$ cat src/rtl/ser_pkg.sv
package ser_pkg;

  typedef enum logic [1:0] {
    RATE_1L_1B = 2'b00,
    RATE_2L_1B = 2'b01,
    RATE_1L_2B = 2'b10,
    RATE_2L_2B = 2'b11
  } rate_mode_e;

  // Staged bits consumed per clock for a rate mode.
  function automatic logic [2:0] step_of(input logic [1:0] m);
    case (m)
      RATE_1L_1B: step_of = 3'd1;
      RATE_2L_2B: step_of = 3'd4;
      default:    step_of = 3'd2;
    endcase
  endfunction

  // Spread the lowest staged bits over {B late, A late, B early, A early}.
  function automatic logic [3:0] lane_map(input logic [1:0] m, input logic [3:0] s);
    case (m)
      RATE_1L_1B: lane_map = {4{s[0]}};
      RATE_1L_2B: lane_map = {s[1], s[1], s[0], s[0]};
      RATE_2L_1B: lane_map = {s[1], s[0], s[1], s[0]};
      default:    lane_map = s;
    endcase
  endfunction

endpackage

$ cat src/rtl/ser_shifter.sv
module ser_shifter
  import ser_pkg::*;
#(
  parameter int SHREG_W = 32,
  parameter int WORD_W  = 26,
  parameter int CNT_W   = 5
) (
  input  logic               clk,
  input  logic               rst_n,
  input  logic [1:0]         mode,
  input  logic               hold,
  input  logic               word_valid,
  input  logic [WORD_W-1:0]  word_data,
  input  logic [CNT_W-1:0]   word_len,
  output logic               word_ready,
  output logic               accept,
  output logic               count_zero,
  output logic [3:0]         low_bits
);

  localparam int CNT_MAX = (2 ** CNT_W) - 1;
  localparam int THRESH  = CNT_MAX - WORD_W;

  logic [SHREG_W-1:0] shreg;
  logic [CNT_W-1:0]   cnt;
  logic [CNT_W-1:0]   cnt_after;
  logic [CNT_W-1:0]   step_w;
  logic [SHREG_W-1:0] word_mask;
  logic [SHREG_W-1:0] word_ext;

  always_comb begin
    step_w     = CNT_W'(step_of(mode));
    cnt_after  = (cnt > step_w) ? (cnt - step_w) : '0;
    word_ready = !hold && (cnt_after <= CNT_W'(THRESH));
    accept     = word_valid && word_ready;
    word_mask  = ~({SHREG_W{1'b1}} << word_len);
    word_ext   = SHREG_W'(word_data) & word_mask;
    count_zero = (cnt == '0);
    low_bits   = shreg[3:0];
  end

  always_ff @(posedge clk) begin
    if (!rst_n) begin
      shreg <= '0;
      cnt   <= '0;
    end else begin
      shreg <= (shreg >> step_of(mode)) | (accept ? (word_ext << cnt_after) : '0);
      cnt   <= cnt_after + (accept ? word_len : '0);
    end
  end

  // an empty staging register always takes a word unless in pattern mode
  p_ready_when_empty_r7: assert property (@(posedge clk) disable iff (!rst_n)
    (count_zero && !hold) |-> word_ready);

  // pattern mode never takes a word
  p_hold_blocks_r10: assert property (@(posedge clk) disable iff (!rst_n)
    hold |-> !accept);

  // without a new word the remaining count never grows
  p_drain_only_r8: assert property (@(posedge clk) disable iff (!rst_n)
    !accept |=> (cnt <= $past(cnt)));

  // accepted lengths stay within the supported range
  p_len_range_r2: assert property (@(posedge clk) disable iff (!rst_n)
    accept |-> (word_len >= CNT_W'(9) && word_len <= CNT_W'(WORD_W)));

endmodule

$ cat src/rtl/ser_outmap.sv
module ser_outmap
  import ser_pkg::*;
(
  input  logic       clk,
  input  logic       rst_n,
  input  logic [1:0] mode,
  input  logic       pattern_en,
  input  logic [3:0] low_bits,
  output logic [3:0] dout
);

  logic phase;

  always_ff @(posedge clk) begin
    if (!rst_n) begin
      dout  <= '0;
      phase <= 1'b0;
    end else if (pattern_en) begin
      dout  <= mode[1] ? 4'b1100 : {4{phase}};
      phase <= ~phase;
    end else begin
      dout  <= lane_map(mode, low_bits);
      phase <= 1'b0;
    end
  end

  // single-lane modes put identical bits on both lanes
  p_single_lane_r4: assert property (@(posedge clk) disable iff (!rst_n)
    (mode == RATE_1L_1B || mode == RATE_1L_2B) |=> (dout[0] == dout[1] && dout[2] == dout[3]));

  // fast pattern is low then high within each clock
  p_pattern_fast_r10: assert property (@(posedge clk) disable iff (!rst_n)
    (pattern_en && mode[1]) |=> (dout == 4'b1100));

  // slow pattern keeps all four bits equal
  p_pattern_slow_r9: assert property (@(posedge clk) disable iff (!rst_n)
    (pattern_en && !mode[1]) |=> (dout == 4'b0000 || dout == 4'b1111));

endmodule

$ cat src/rtl/mrate_serializer.sv
module mrate_serializer
  import ser_pkg::*;
#(
  parameter int SHREG_W = 32,
  parameter int WORD_W  = 26,
  parameter int CNT_W   = 5
) (
  input  logic              clk,
  input  logic              rst_n,
  input  logic [1:0]        mode,
  input  logic              pattern_en,
  input  logic              word_valid,
  input  logic [WORD_W-1:0] word_data,
  input  logic [CNT_W-1:0]  word_len,
  output logic              word_ready,
  output logic [3:0]        dout
);

  logic       accept;
  logic       count_zero;
  logic [3:0] low_bits;

  ser_shifter #(.SHREG_W(SHREG_W), .WORD_W(WORD_W), .CNT_W(CNT_W)) i_shifter (
    .clk        (clk),
    .rst_n      (rst_n),
    .mode       (mode),
    .hold       (pattern_en),
    .word_valid (word_valid),
    .word_data  (word_data),
    .word_len   (word_len),
    .word_ready (word_ready),
    .accept     (accept),
    .count_zero (count_zero),
    .low_bits   (low_bits)
  );

  ser_outmap i_outmap (
    .clk        (clk),
    .rst_n      (rst_n),
    .mode       (mode),
    .pattern_en (pattern_en),
    .low_bits   (low_bits),
    .dout       (dout)
  );

  // an empty serializer with nothing arriving drives zeros next clock
  p_idle_zero_r8: assert property (@(posedge clk) disable iff (!rst_n)
    (count_zero && !accept && !pattern_en) |=> (dout == 4'b0000));

  // ready is high in the first cycle after reset
  p_ready_after_reset_r1: assert property (@(posedge clk)
    (!rst_n && !pattern_en) |=> word_ready);

endmodule

$ cat config.mk
export PLATFORM = sky130hd
export DESIGN_NAME = mrate_serializer
export DESIGN_NICKNAME = d
export VERILOG_FILES = /design/src/rtl/ser_pkg.sv /design/src/rtl/ser_shifter.sv /design/src/rtl/ser_outmap.sv /design/src/rtl/mrate_serializer.sv
export SDC_FILE = /design/constraint.sdc
export NUM_CORES = 1
export LEC_CHECK = 0
export BUFFER_PORTS_ARGS = -buffer_cell sky130_fd_sc_hd__buf_2
export CAP_MARGIN = 20
export CORE_MARGIN = 1.5
export CORE_UTILIZATION = 50
export DETAILED_ROUTE_END_ITERATION = 6
export GPL_TIMING_DRIVEN = 0
export PLACE_DENSITY_LB_ADDON = 0.08
export RECOVER_POWER = 100
export SYNTH_ARGS = -nofsm -noshare
export SYNTH_HDL_FRONTEND = slang
export SYNTH_HIERARCHICAL = 1
export SYNTH_SLANG_ARGS = --single-unit
$ cat constraint.sdc
create_clock -name clk -period 4.8 [get_ports clk]
set_input_delay 0.24 -clock clk [delete_from_list [all_inputs] [get_ports clk]]
set_output_delay 0.24 -clock clk [all_outputs]
set_load 0.1 [all_outputs]
==> key figures, run 1 <==
Clock tree
  – Skew-Pair Late Insertion Delay: between 200 and 300 ps
  – CTS Buf Count: 5
  – CTS tree: yes
  – Clock Sinks: 42
  – Clock buffer depth: 2
  – H-tree depth: 2
  – Clock slew at reported path FFs: ~90 ps
  – Root Driver: clkbuf_8
  – Setup bufs post-CTS: 0
  – Resize count post-CTS: 1
  – CTS Hold Bufs: 0

Setup path
  – Crit path required time: just under 5000 ps
  – Worst-path cell chain: buf_2 -> ha_1 -> clkbuf_1 -> inv_2 -> clkbuf_1 -> clkbuf_2 -> ha_1 -> buf_2 -> xor2_1 -> o211a_1 -> a21boi_1 -> and3_1 -> ha_1 -> fa_1 -> a21o_1 -> a21oi_1 -> xnor2_1 -> xnor2_1 -> nor2_1
  – Crit path launch type: primary input
  – Critical path class: in2reg
  – Critical path's slowest cell: fa_1
  – Critical Path End Type: flip-flop
  – Crit Path Max Fanout: 10
  – Most frequent CP cell: ha_1
  – Slowest stage delay, CP: 460 ps
  – Crit path DAT: around 4700 ps
  – CP delay by family, top: buffers and inverters
  – WP buf/inv: 6

Detailed routing
  – DRC: 0
  – DRT Wirelength: approximately 14 mm
  – First-pass detailed-route iteration total: 5
  – Routed WL per cell: about 19 um
  – Via count: between 4000 and 5000
  – Initial DRC Count: 453
  – Antenna viol nets, final: 0
  – Drt via density: between 6 and 7

Global route
  – Most crowded layer after global routing: met2
  – Largest net degree at the start of global routing: 13
  – Initial antenna violation count: 0
  – GRT Util Overall: 0.2825
  – Grt met1 use: 0.4069
  – Number of global-route vias before repair: 4243
  – Met2 Usage GRT: 0.4519
  – GRT overflow: 0
  – Wire length of the first global-routing pass: around 22 mm
  – Met3 GRT Util: 0.01879

Pwr
  – Switching share of power: 0.5371
  – Static leakage: 2.025 nW
  – Power share of the clock group: 0.089
  – Sequential power share: 0.180
  – Internal: 1.244 mW
  – Comb pwr share: 0.731
  – PwrDens: about 560 nW/um^2
  – VDD IR max: 441.7 uV
  – NetSw: roughly 1.4 mW

Cells and area
  – Final non-filler cell total: a little over 700
  – # diodes: 0
  – Area grow syn2layout: 8.935%
  – Total Nets Final: about 660
  – Fraction of layout cells with a size suffix above 1: 0.1475

Floorplanning
  – Rows: 33
  – Die area: around 9300 um^2
  – Die extent in x: 96.63 um
  – Initial Utilization: 0.5255
  – IO Pins: 42
  – Die Ht: ~97 um
  – Core Area: around 8300 um^2

Logic synthesis
  – Synthesis warning total: 6
  – Cells after synthesis: roughly 570
  – Synth Cell Area: around 4400 um^2
  – Post-Syn Nets: slightly above 600
  – Syn_area_per_cell: around 7.8 um^2

Timing
  – Max_slew headroom: 0.2285
  – Final number of hold-violating endpoints: 0
  – Period utilization: 0.9427
  – Worst-Margin Slew: about 1200 ps
  – Max-slew violation count: 0
  – Max Freq: 221.0 MHz
  – Final setup vio count: 0
  – Smallest setup slack after layout: about 270 ps
  – Layout Skew: 11.44 ps
  – Unrepaired setup endpoints after global routing: false
  – Final Critical Period: 4525 ps

Placed design
  – Post-detail-place hpwl: between 10 and 15 mm
  – IO Port Bufs: 38
  – Setup WS pre-CTS: -380.2 ps
  – Post-Place Cells: 708
  – Final Wtd Congestion: ~1

Run status
  – Status: finished, final reports clean

Job
  – Max_cap viols: 0

Hold path
  – HP Class: in2reg
==> area by class of cell <==
class	instances	area, um^2
clock buffers	7	86.33
inverters	19	73.82
clock inverters	1	5.005
well taps	105	131.4
fillers	815	3566
plain buffers	48	237.7
flip-flops and latches	42	840.8
repair buffers	38	185.2
multi-input cells	455	3214
==> cells in the final DEF (no fill, tap or decap), drive strengths merged, types with 4 or more instances in the layout <==
cell type  count
a21o           5
nand2         59
dfxtp         42
o221ai        10
a211oi        13
o21ai         36
nand2b         4
and2           8
clkbuf        42
nor2          24
o31ai          9
nor2b          7
ha            10
mux2i         63
and3           9
o211a          5
o211ai        23
o21a          14
buf           51
nand3         33
a21oi         41
mux4           4
inv           18
nor3           7
mux2          15
nand3b         4
==> sequential cells by signal, summed over array words and instances (netlist names) <==
signal and flops:
i_outmap/dout 4, i_outmap/phase 1, i_shifter/cnt 5, i_shifter/shreg 32
==> per-stage QoR <==
step	util	hold slack (ps)	power, mW	TNS (ps)	cell area, um^2
after floorplan	-	329.4	1.945	0	4388
after global placement	0.5647	426.6	2.389	-394.9	4710
after detailed placement	0.5647	441.4	2.397	-454.5	4710
after CTS	0.5758	212.6	2.645	0	4802
after global routing	0.5725	217.3	2.848	0	4775
final	0.5725	225.2	2.687	0	4775
==> power by group through the flow <==
stage	combinational [mW]	sequential [mW]	clock, mW
after floorplan	1.45	0.495	0
after global placement	1.90	0.487	0
after detailed placement	1.91	0.490	0
after CTS	1.92	0.482	0.244
after global routing	2.10	0.492	0.259
final	1.96	0.483	0.239
==> metal layers <==
metal / up-vias / routed length, um
met3: 27 / 1058
met4: 0 / 269
met5: - / 0
met1: 2083 / 6245
met2: 264 / 6070
li1: 2201 / -
==> path summary, 6_finish.rpt <==
check | depth (start not counted) | slack (ps) | end | from
max | 19 | 270 | i_shifter/cnt[4]$_SDFF_PN0_ | mode[0]
min | 2 | 230 | i_outmap/dout[2]$_SDFF_PN0_ | mode[1]
max reg2reg | 15 | 1090 | i_shifter/cnt[4]$_SDFF_PN0_ | i_shifter/cnt[0]$_SDFF_PN0_
min reg2reg | 1 | 450 | i_outmap/phase$_SDFF_PN0_ | i_outmap/phase$_SDFF_PN0_
(Power assumes the default switching activity.)
==> inputs of run 2 (changes only) <==
CORE_UTILIZATION = 35   (was 50)
==> key figures, run 2 (same netlist as run 1, synthesis figures left out) <==
Run status
  – Status: finished, final reports clean

Global route
  – Largest net degree at the start of global routing: 13
  – GRT Util Overall: 0.2381
  – Number of global-route vias before repair: about 4400
  – Wire length of the first global-routing pass: 24.36 mm
  – GRT overflow: 0
  – Initial antenna violation count: 0

Timing
  – Max_slew headroom: 0.2290
  – Smallest setup slack after layout: approximately 480 ps
  – Setup TNS Final: 0 ps
  – Final number of hold-violating endpoints: 0
  – Final setup vio count: 0
  – Max-slew violation count: 0
  – Worst-Margin Slew: between 1000 and 1500 ps
  – Period utilization: 0.9001
  – Unrepaired setup endpoints after global routing: false
  – Layout Skew: slightly above 6 ps
  – Max Freq: approximately 230 MHz
  – Hold_ws: between 200 and 250 ps
  – Final Critical Period: around 4300 ps

Detailed routing
  – Drt via density: 5.725
  – Via count: 4448
  – DRC: 0
  – First-pass detailed-route iteration total: 5
  – DRT Wirelength: between 15 and 20 mm
  – Routed WL per cell: just under 20 um
  – Antenna viol nets, final: 0
  – Initial DRC Count: 337

Setup path
  – CP delay by family, top: buffers and inverters
  – Slowest stage delay, CP: between 400 and 500 ps
  – Reg2Reg Setup Slack: ~1200 ps
  – Worst-path cell chain: buf_2 -> ha_1 -> clkbuf_1 -> inv_2 -> clkbuf_2 -> ha_1 -> buf_2 -> xor2_1 -> o211a_1 -> a21boi_1 -> and3_1 -> ha_1 -> fa_1 -> a21o_1 -> a21oi_1 -> xnor2_1 -> xnor2_1 -> nor2_1
  – Crit path DAT: around 4500 ps
  – WP depth: 18
  – WP buf/inv: 5
  – Critical path's slowest cell: fa_1
  – Crit path required time: 4960 ps
  – R2R Path End: i_shifter/cnt[4]$_SDFF_PN0_
  – Critical Path End Type: flip-flop
  – Worst Reg-to-Reg Cells: 15
  – Most frequent CP cell: ha_1
  – Crit path launch type: primary input
  – Crit Path Max Fanout: 16
  – Worst r2r src: i_shifter/cnt[0]$_SDFF_PN0_
  – Critical path class: in2reg

Cells and area
  – Biggest regs: i_shifter/shreg: 32 flops, i_shifter/cnt: 5 flops, i_outmap/dout: 4 flops
  – Fraction of layout cells with a size suffix above 1: 0.1494
  – Total Nets Final: ~660
  – Most flop-heavy register: i_shifter/shreg
  – Fill cells: 1314
  – # diodes: 0
  – Area grow syn2layout: 12.76%
  – Most common cell after layout, fill and taps aside: mux2i_1
  – Max reg flops: 32
  – Finished layout cell area: about 4900 um^2
  – Final non-filler cell total: approximately 780
  – Most frequent cells in the layout: mux2i_1 (63), nand2_1 (58), buf_2 (44), dfxtp_1 (42), a21oi_1 (41)

Hold path
  – Hold Crit Start: mode[1]
  – HP Class: in2reg
  – Hold depth: 2
  – Hold EP: i_outmap/dout[2]$_SDFF_PN0_

Placed design
  – Post-detail-place hpwl: around 13 mm
  – Setup WS pre-CTS: -512.7 ps
  – Post-Place Cells: 771
  – Final Wtd Congestion: between 0.9 and 1
  – Cell Area, Placed: 4788 um^2
  – IO Port Bufs: 38

Floorplanning
  – IO Pins: 42
  – Die area: approximately 13000 um^2
  – Die Ht: ~110 um
  – Rows: 40
  – Die extent in x: ~110 um
  – Core Area: 12110 um^2
  – Initial Utilization: 0.3619

Job
  – Max_cap viols: 0

Clock tree
  – Root Driver: clkbuf_16
  – Clock slew at reported path FFs: about 60 ps
  – CTS Buf Count: 5
  – CTS tree: yes
  – Clock Sinks: 42
  – Clock buffer depth: 2
  – Skew-Pair Late Insertion Delay: between 200 and 300 ps
  – H-tree depth: 2
  – CTS Hold Bufs: 0

Pwr
  – Static leakage: ~2.1 nW
  – VDD IR max: a little under 300 uV
  – PwrDens: 585.6 nW/um^2
-- run 2: cell types whose count changed in the layout (fill, tap and decap cells not counted), moves of 2 or more --
cell	previous run	this run
clkbuf_1	32	30
clkbuf_8	6	0
mux2_2	15	13
buf_2	42	44
clkbuf_16	0	5
mux2_1	0	2
-- run 2: worst register-to-register path, cell delays in order (launching register included) --
cell and delay (ps):
dfxtp_1 300, inv_1 50, ha_1 190, inv_1 70
fa_1 460, xor2_1 410, o211a_1 250, a21boi_1 160
and3_1 230, ha_1 230, fa_1 460, a21o_1 190
a21oi_1 170, xnor2_1 160, xnor2_1 140, nor2_1 50
-- run 2: layout make-up --
class,count,area [um^2],share of cell area
Timing Repair Buffer,38,185.2,0.03747
Sequential cell,42,840.8,0.1701
Tap cell,168,210.2,0.04253
Clock buffer,7,132.6,0.02684
Buffer,47,236.5,0.04785
Multi-Input combinational cell,455,3232,0.6539
Clock inverter,1,30.03,0.006076
Inverter,19,75.07,0.01519
-- run 2: timing repair --
| action | CTS | global route |
|---|---|---|
| endpoints found under the setup margin | 2 | 2 |
| buffers inserted | 0 | 0 |
| cloned | 0 | 0 |
| resized for setup | 2 | 1 |
-- run 2: worst max-delay path by stage --
stage / start / to / slack, ps
CTS: mode[1] / i_shifter/cnt[4]$_SDFF_PN0_ / 80
global placement: mode[0] / i_shifter/cnt[4]$_SDFF_PN0_ / -500
floorplan: mode[0] / word_ready / 500
global route: mode[1] / i_shifter/cnt[4]$_SDFF_PN0_ / 70
finish: mode[1] / i_shifter/cnt[4]$_SDFF_PN0_ / 480
detailed placement: mode[0] / i_shifter/cnt[4]$_SDFF_PN0_ / -510
-- run 2: per-stage QoR --
step / power [mW] / utilization
final: 2.894 / 0.4081
after global routing: 3.084 / 0.4081
after CTS: 2.862 / 0.4090
after detailed placement: 2.462 / 0.3954
after global placement: 2.466 / 0.3954
after floorplan: 1.945 / -
-- run 2: layer usage --
layer,global-route usage,share of wire,wire (um),vias to the layer above
met4,0.07819,0.019,287,0
met5,0,0,0,-
met2,0.3782,0.44,6751,155
met1,0.3354,0.50,7604,2073
li1,-,-,-,2199
met3,0.02847,0.046,701,21
-- run 2: report_power, final --
part           switching (mW)  total (mW)  internal [mW]
clock network           0.144       0.390          0.246
registers              0.0490       0.484          0.435
logic                    1.32        2.02          0.701
total                    1.51        2.89           1.38
==> inputs of run 3 (changes only) <==
CORE_ASPECT_RATIO = 1.75   (was default)
CORE_UTILIZATION = 61   (was 35)
==> key figures, run 3 (same netlist as run 1, synthesis figures left out) <==
Setup path
  – Crit path DAT: about 4600 ps
  – Crit path required time: 4950 ps
  – Worst r2r src: i_shifter/cnt[0]$_SDFF_PN0_
  – Setup crit end: i_shifter/cnt[4]$_SDFF_PN0_
  – R2R Path End: i_shifter/cnt[4]$_SDFF_PN0_
  – Critical path class: in2reg
  – Crit path launch type: primary input
  – CP startpoint: mode[1]
  – Critical Path End Type: flip-flop
  – Worst Reg-to-Reg Cells: 15
  – Crit Path Max Fanout: 16
  – Reg2Reg Setup Slack: 1010 ps

Timing
  – Unrepaired setup endpoints after global routing: false
  – Worst-Margin Slew: roughly 1200 ps
  – Period utilization: 0.9284
  – Max Freq: 224.4 MHz
  – Final setup vio count: 0
  – Max_slew headroom: 0.2233
  – Hold_ws: about 220 ps
  – Final Critical Period: between 4000 and 5000 ps
  – Setup TNS Final: 0 ps
  – Final number of hold-violating endpoints: 0
  – Max-slew violation count: 0
  – Layout Skew: roughly 6.8 ps

Placed design
  – Post-Place Cells: approximately 690
  – Post-detail-place hpwl: around 12 mm
  – IO Port Bufs: 38
  – Final Wtd Congestion: about 0.99

Floorplanning
  – Die extent in x: ~67 um
  – Initial Utilization: 0.6346
  – IO Pins: between 40 and 50
  – Die area: between 7000 and 8000 um^2
  – Die Ht: roughly 120 um
  – Core Area: about 6900 um^2
  – Rows: 40

Job
  – Max_cap viols: 0

Detailed routing
  – Drt via density: 6.908
  – DRT Wirelength: 15.00 mm
  – First-pass detailed-route iteration total: 5
  – Via count: between 4000 and 5000
  – Initial DRC Count: around 430
  – Routed WL per cell: about 22 um
  – DRC: 0
  – Antenna viol nets, final: 0

Clock tree
  – Clock slew at reported path FFs: 60 ps
  – CTS Hold Bufs: 0
  – Skew-Pair Late Insertion Delay: 290 ps
  – H-tree depth: 2
  – CTS tree: yes
  – Clock Sinks: 42
  – Clock buffer depth: 2
  – Root Driver: clkbuf_16
  – CTS Buf Count: 5

Cells and area
  – Fraction of layout cells with a size suffix above 1: 0.1478
  – Most flop-heavy register: i_shifter/shreg
  – Biggest regs: i_shifter/shreg: 32 flops, i_shifter/cnt: 5 flops, i_outmap/dout: 4 flops
  – Area grow syn2layout: 10.22%
  – # diodes: 0
  – Max reg flops: 32
  – Total Nets Final: 657
  – Most frequent cells in the layout: mux2i_1 (63), nand2_1 (58), buf_2 (43), dfxtp_1 (42), a21oi_1 (41)
  – Final non-filler cell total: between 600 and 700
  – Most common cell after layout, fill and taps aside: mux2i_1

Pwr
  – PwrDens: 598.7 nW/um^2
  – VDD IR max: 441.1 uV
  – Static leakage: about 2 nW

Run status
  – Status: finished, final reports clean

Global route
  – Largest net degree at the start of global routing: 14
  – Number of global-route vias before repair: between 4000 and 5000
  – Initial antenna violation count: 0
  – GRT Util Overall: 0.4102
  – Wire length of the first global-routing pass: approximately 24 mm
  – GRT overflow: 0

Hold path
  – HP Class: in2reg
[run 3: cell count changes in the layout (fill, tap and decap cells not counted), sizes merged]
cell / previous run / this run
buf: 53 / 52
clkinvlp: 0 / 1
[run 3: area by class of cell]
cell class | count | area [um^2]
clock buffer | 6 | 128.9
inverter | 19 | 73.82
buffer | 47 | 231.5
tap | 84 | 105.1
fill | 584 | 2076
multi-input combinational | 455 | 3228
sequential | 42 | 840.8
clock inverter | 2 | 37.54
timing repair buffer | 38 | 185.2
[run 3: stage by stage]
stage               area, um^2  power (mW)    util  setup slack [ps]
floorplan                 4388       1.945       -             496.7
global placement          4683       2.405  0.6781            -257.8
detailed placement        4683       2.437  0.6781            -338.9
CTS                       4855       2.842  0.7029             98.38
global route              4831       3.055  0.6995             90.83
finish                    4831       2.892  0.6995             343.7
[run 3: routing by layer]
metal / wire (um) / track usage / vias up
li1: - / - / 2208
met1: 5297 / 0.3976 / 2223
met2: 7833 / 0.7320 / 281
met3: 937 / 0.08219 / 75
met4: 935 / 0.3116 / 0
met5: 0 / 0 / -
[run 3: what timing repair did]
| action | in CTS | in global routing |
|---|---|---|
| endpoints found under the hold margin | 0 | 0 |
| gates cloned | 0 | 0 |
| setup endpoints to repair | 1 | 2 |
| resized for setup | 2 | 0 |
| buffers inserted | 0 | 0 |
[run 3: how the worst min path moves through the flow]
stage	end	depth (start not counted)	slack, ps	start
finish	i_outmap/dout[2]$_SDFF_PN0_	2	220	mode[1]
global route	i_outmap/dout[2]$_SDFF_PN0_	2	250	mode[1]
CTS	i_outmap/dout[2]$_SDFF_PN0_	2	220	mode[1]
detailed placement	i_outmap/phase$_SDFF_PN0_	1	440	i_outmap/phase$_SDFF_PN0_
global placement	i_outmap/phase$_SDFF_PN0_	1	440	i_outmap/phase$_SDFF_PN0_
floorplan	i_outmap/dout[2]$_SDFF_PN0_	1	330	mode[1]
[run 3: power by group]
group,internal [mW],switching [mW]
Combinational,0.699,1.32
Clock,0.246,0.140
Sequential,0.435,0.0516
[run 3: worst max-delay path: stages]
cell and delay (ps):
buf_2 140, ha_1 160, clkbuf_1 320, inv_2 260, clkbuf_2 300, ha_1 380, buf_2 220, xor2_1 380
o211a_1 250, a21boi_0 240, and3_1 280, ha_1 240, fa_1 470, a21o_1 200, a21oi_1 180, xnor2_1 160
xnor2_1 140, nor2_1 50
